==> src/rtl/fxs_pkg.sv <==
package fxs_pkg;

  // Instruction word geometry.
  localparam int unsigned IW = 16;
  localparam int unsigned NPH = 4;
  localparam logic [IW-1:0] NOP_WORD = '0;

  typedef enum logic [1:0] {
    PH_Q1 = 2'd0,
    PH_Q2 = 2'd1,
    PH_Q3 = 2'd2,
    PH_Q4 = 2'd3
  } phase_e;

  // First word of an instruction that occupies two program words.
  function automatic logic is_long_first(input logic [IW-1:0] w);
    return (w[15:12] == 4'b1100) || (w[15:10] == 6'b111011);
  endfunction

  // Operand word pattern: never executes on its own.
  function automatic logic is_tail_word(input logic [IW-1:0] w);
    return w[15:12] == 4'b1111;
  endfunction

endpackage

==> src/rtl/fxs_phase_gen.sv <==
module fxs_phase_gen #(
  parameter int unsigned NPH = 4
) (
  input  logic           clk,
  input  logic           rst_n,
  output logic [NPH-1:0] ph_onehot,
  output logic           last_ph
);
  localparam int unsigned CW = (NPH > 1) ? $clog2(NPH) : 1;
  localparam logic [CW-1:0] LAST = CW'(NPH - 1);

  logic [CW-1:0] cnt;

  always_ff @(posedge clk) begin
    if (!rst_n)           cnt <= '0;
    else if (cnt == LAST) cnt <= '0;
    else                  cnt <= cnt + CW'(1);
  end

  for (genvar g = 0; g < NPH; g++) begin : g_dec
    assign ph_onehot[g] = (cnt == CW'(g));
  end

  assign last_ph = ph_onehot[NPH-1];

endmodule

==> src/rtl/fxs_pc_unit.sv <==
module fxs_pc_unit #(
  parameter int unsigned PC_W = 16
) (
  input  logic            clk,
  input  logic            rst_n,
  input  logic            adv_en,
  input  logic            load_tgt,
  input  logic [PC_W-1:0] tgt,
  output logic [PC_W-1:0] pc
);
  localparam logic [PC_W-1:0] STEP = PC_W'(2);

  function automatic logic [PC_W-1:0] pc_step(input logic [PC_W-1:0] p);
    return p + STEP;
  endfunction

  function automatic logic [PC_W-1:0] pc_align(input logic [PC_W-1:0] t);
    return {t[PC_W-1:1], 1'b0};
  endfunction

  always_ff @(posedge clk) begin
    if (!rst_n)      pc <= '0;
    else if (adv_en) pc <= load_tgt ? pc_align(tgt) : pc_step(pc);
  end

endmodule

==> src/rtl/fxs_ir_unit.sv <==
module fxs_ir_unit
  import fxs_pkg::*;
(
  input  logic          clk,
  input  logic          rst_n,
  input  logic          load_en,
  input  logic          kill,
  input  logic          mark_ext,
  input  logic [IW-1:0] fetched,
  output logic [IW-1:0] ir,
  output logic          flush,
  output logic          ext
);

  always_ff @(posedge clk) begin
    if (!rst_n) begin
      ir    <= NOP_WORD;
      flush <= 1'b0;
      ext   <= 1'b0;
    end else if (load_en) begin
      ir    <= kill ? NOP_WORD : fetched;
      flush <= kill;
      ext   <= mark_ext & ~kill;
    end
  end

endmodule

==> src/rtl/fx_sequencer.sv <==
module fx_sequencer
  import fxs_pkg::*;
#(
  parameter int unsigned PC_W = 16
) (
  input  logic            clk,
  input  logic            rst_n,
  output logic [PC_W-1:0] pm_addr,
  input  logic [15:0]     pm_rdata,
  input  logic            redirect_valid,
  input  logic [PC_W-1:0] redirect_pc,
  input  logic            skip_req,
  output logic [3:0]      phase,
  output logic [15:0]     ir,
  output logic            flush,
  output logic            ext_cycle,
  output logic            exec_en,
  output logic            rd_strobe,
  output logic            wr_strobe
);

  // Named internal events, visible to the checker.
  logic last_ph;
  logic take_redirect;
  logic take_skip;
  logic start_ext;
  logic kill_next;

  fxs_phase_gen #(.NPH(NPH)) u_phase (
    .clk       (clk),
    .rst_n     (rst_n),
    .ph_onehot (phase),
    .last_ph   (last_ph)
  );

  // Execute qualification.
  assign exec_en = ~flush & ~ext_cycle & ~is_tail_word(ir);

  // Redirect accepted in an executing or operand cycle.
  assign take_redirect = last_ph & redirect_valid & (exec_en | ext_cycle);

  // Skip accepted only in an executing cycle.
  assign take_skip = last_ph & skip_req & exec_en & ~take_redirect;

  assign kill_next = take_redirect | take_skip;

  // Operand cycle follows a long first word.
  assign start_ext = exec_en & is_long_first(ir);

  fxs_pc_unit #(.PC_W(PC_W)) u_pc (
    .clk      (clk),
    .rst_n    (rst_n),
    .adv_en   (last_ph),
    .load_tgt (take_redirect),
    .tgt      (redirect_pc),
    .pc       (pm_addr)
  );

  fxs_ir_unit u_ir (
    .clk      (clk),
    .rst_n    (rst_n),
    .load_en  (last_ph),
    .kill     (kill_next),
    .mark_ext (start_ext),
    .fetched  (pm_rdata),
    .ir       (ir),
    .flush    (flush),
    .ext      (ext_cycle)
  );

  // Data memory strobes.
  assign rd_strobe = phase[1] & exec_en;
  assign wr_strobe = phase[3] & exec_en;

endmodule

==> config.mk <==
export PLATFORM = sky130hd
export DESIGN_NAME = fx_sequencer
export DESIGN_NICKNAME = d
export VERILOG_FILES = /design/src/rtl/fxs_pkg.sv /design/src/rtl/fxs_phase_gen.sv /design/src/rtl/fxs_pc_unit.sv /design/src/rtl/fxs_ir_unit.sv /design/src/rtl/fx_sequencer.sv
export SDC_FILE = /design/constraint.sdc
export NUM_CORES = 1
export LEC_CHECK = 0
export ABC_AREA = 1
export BUFFER_PORTS_ARGS = -buffer_cell sky130_fd_sc_hd__buf_2
export CAP_MARGIN = 10
export CORE_ASPECT_RATIO = 1.5
export CORE_MARGIN = 4
export CORE_UTILIZATION = 35
export CTS_CLUSTER_DIAMETER = 40
export DETAILED_ROUTE_END_ITERATION = 6
export GPL_ROUTABILITY_DRIVEN = 0
export SYNTH_ARGS = -nofsm -noshare
export SYNTH_HDL_FRONTEND = slang
export SYNTH_SLANG_ARGS = --single-unit
==> constraint.sdc <==
create_clock -name clk -period 1.76 [get_ports clk]
set_clock_uncertainty 0.15 [all_clocks]
set_input_delay 0.176 -clock clk [delete_from_list [all_inputs] [get_ports clk]]
set_output_delay 0.176 -clock clk [all_outputs]
set_load 0.02 [all_outputs]
==> metrics.cfg <==
[run_status]
outcome=completed

[clock_tree]
tritoncts=built
clk_transition_reported_paths_ns=0.07
clock-root-buffer=clkbuf_8
ctsLongestPathBuffers=2
clkLatencyLatePin_ns=0.29
cts_num_sinks=35
cts.htree.levels=2
cts_inserted_buffers=5
postCtsSetupRepairBufs=0

[critical_path]
worstPathArrival_ns=1.31
setup.reg_to_reg.worst_slack_ns=0.17
crit_required_ns=1.43
crit_path_end=wr_strobe
worstSetupStartpointType=flop
worstSetupEndpointType=output port
timing.rr.start=u_phase.cnt[0]$_SDFF_PP0_
path_class=flop to output port
startpoint=u_phase.cnt[0]$_SDFF_PP0_
timing.reg2reg.worst_path_depth=7
critical_path.reg2reg.endpoint=u_pc.pc[4]$_SDFFE_PN0N_
critPathMaxFanout=4

[global_routing]
number_of_global_route_vias_before_repair=2143
grt_start_max_net_pins=33
grt_util_all_layers_pct=16.6
antenna_found_initial=0
grt-ovfl-total=0
global_route_wire_length_before_repair_um=9620

[floorplanning]
fp.dieArea_sq_mm=0.00700
start_util_pct=36.4
die_width_um=69.7
num_io_pins=77
num_rows=33
core_sq_mm=0.00549
die_y_um=101

[layout]
sequential_cell_area_sq_um=701
fill_cells=584
drive_gt1_share_pct=27.2
final_common_cell=nand2_1
multi_input_area_sq_mm=0.00108
flow.area_growth_from_synthesis_pct=35.5
diodes=0
final_net_count=430
top_library_cells_by_usage_in_the_layout_fill_and_taps_aside=nand2_1, buf_2, dfxtp_1

[power]
max-vdd-ir-drop_uv=357
netSwitchingPower_mw=0.504
power.clock.fraction_pct=33.1
comb_power_share_pct=18.4
leakage_dissipation_nw=1.44
internal_power_mw=1.22
pwr-share-seq_pct=48.4
power.density_mw_per_mm2=638
switching_share_pct=29.2
report.power.total_mw=1.73

[timing]
final_hold_violation_count=0
setup-violations-final=0
fmax_mhz=612
rsz_0062_raised_after_global_routing=false
timing_max_transition_violations_final=0
tns_ns=0
min_period_ns=1.63
final_min_period_over_clock_period_pct=92.9

[drt]
postRouteAntennaNets=0
detail_route.first_pass.iterations=4
finalWirelength_um=5530
post_drt_wl_per_cell_um=12.0
route.detailed.vias_per_inst=4.75
detail_route.drc_violations=0
violation_count_after_the_first_detailed_route_iteration=64
detailroute.via_count=2185

[yosys]
synth.cell_area_sq_mm=0.00200
syn_area_per_cell_sq_um=6.75
synth.lib_cells_used.distinct=28
synthDominantCellAreaShare_pct=35.1
synth.net_count=337
postSynthCellCount=296
ys_warn_count=0
synth-seq-area-share_pct=35.1
postSynthRegisterBits=35
synth_top_cell_by_area=dfxtp_1
ys_top_cells_by_area=dfxtp_1, nand2_1, nand3_1, nand4_1, inv_1

[placement]
port_buffers=74
place_hpwl_um=3980

[flow_run]
max_cap_violations=0

[min_path]
hold_path_startpoint=redirect_pc[9]
hold_path_class=input pin to flop

[critical path, cell delays in order (launching register included)]
cell and delay, ns:
dfxtp_1 0.39, ha_1 0.23, inv_1 0.10, nor2_4 0.13, buf_2 0.17
[state kept, by name, indices dropped and copies added (netlist names)]
signal,cells
u_ir.ext,1
u_ir.flush,1
u_ir.ir,16
u_pc.pc,15
u_phase.cnt,2
[worst min-delay path by stage]
stage / to / cells after the start / slack [ns]
2_1_floorplan: u_pc.pc[1]$_SDFFE_PN0N_ / 2 / 0.17
3_3_place_gp: u_ir.ir[14]$_SDFFE_PN0N_ / 3 / 0.26
3_5_place_dp: u_ir.ir[14]$_SDFFE_PN0N_ / 3 / 0.27
4_1_cts: u_pc.pc[5]$_SDFFE_PN0N_ / 4 / 0.04
5_1_grt: u_pc.pc[10]$_SDFFE_PN0N_ / 4 / 0.06
6_report: u_pc.pc[9]$_SDFFE_PN0N_ / 4 / 0.05
[power by group through the flow]
stage | sequential (mW) | clock [mW] | combinational (mW)
CTS | 0.837 | 0.595 | 0.318
finish | 0.837 | 0.572 | 0.318
detailed placement | 0.855 | 0 | 0.289
global placement | 0.855 | 0 | 0.287
floorplan | 0.877 | 0 | 0.160
global route | 0.840 | 0.629 | 0.353
[metrics by stage]
stage / instance area, sq um / hold WS [ns] / std cells / util (%) / worst slack (ns)
5_1_grt: 2710 / 0.0606 / 460 / 49.3 / 0.0000828
3_5_place_dp: 2440 / 0.273 / 435 / 44.4 / 0.0930
4_1_cts: 2690 / 0.0389 / 460 / 49.0 / 0.0781
3_3_place_gp: 2440 / 0.264 / 435 / 44.4 / 0.119
2_1_floorplan: 2000 / 0.168 / 296 / - / 0.132
6_report: 2710 / 0.0466 / 460 / 49.3 / 0.125
[routing by layer]
| layer | up-vias | track usage (%) | routed length [um] |
|---|---|---|---|
| met2 | 56 | 31.2 | 2940 |
| li1 | 1120 | - | - |
| met3 | 6 | 4.39 | 297 |
| met1 | 1003 | 18.4 | 2230 |
| met5 | - | 0 | 0 |
| met4 | 0 | 4.57 | 61 |
[logic make-up (layout without fill, tap and decap cells)]
group / count (synthesis) / in the layout / synth area share [%]
simple gates: 193 / 193 / 45.0
buf+inv: 49 / 143 / 11.6
flops: 35 / 35 / 35.1
compound gates: 8 / 8 / 2.82
fa+ha+maj: 5 / 5 / 3.13
xor+xnor: 5 / 5 / 2.19
other cells: 1 / 1 / 0.188
[layout make-up]
cell class                 instances  share of cell area (%)
clock inverter                     3                   0.555
inverter                          35                    4.86
sequential                        35                    25.9
clock buffer                       5                    2.54
timing repair buffer             100                    22.9
multi-input combinational        212                    40.0
tap                               70                    3.24
[Yosys cell counts]
master,number
nand2_1,106
buf_6,3
nand3_2,4
o21ai_0,1
inv_1,34
xnor2_1,3
nor3_1,1
nor2_1,18
o21ai_1,3
nand2_2,3
dfxtp_1,35
buf_2,2
conb_1,1
clkbuf_1,5
nor2_4,1
nand4_1,22
o21ai_2,1
ha_1,5
a21oi_1,1
clkinv_1,1
a31oi_1,1
nand3b_1,7
buf_4,3
nand3_1,29
buf_8,1
o21ai_4,1
nand2_4,2
xor2_1,2
[timing repair]
item                                   CTS  global route
setup endpoints to repair                0            11
resized for setup                        0             3
endpoints found under the hold margin   17             0
hold buffers                            17             0
Power figures use the tool's default switching activity.
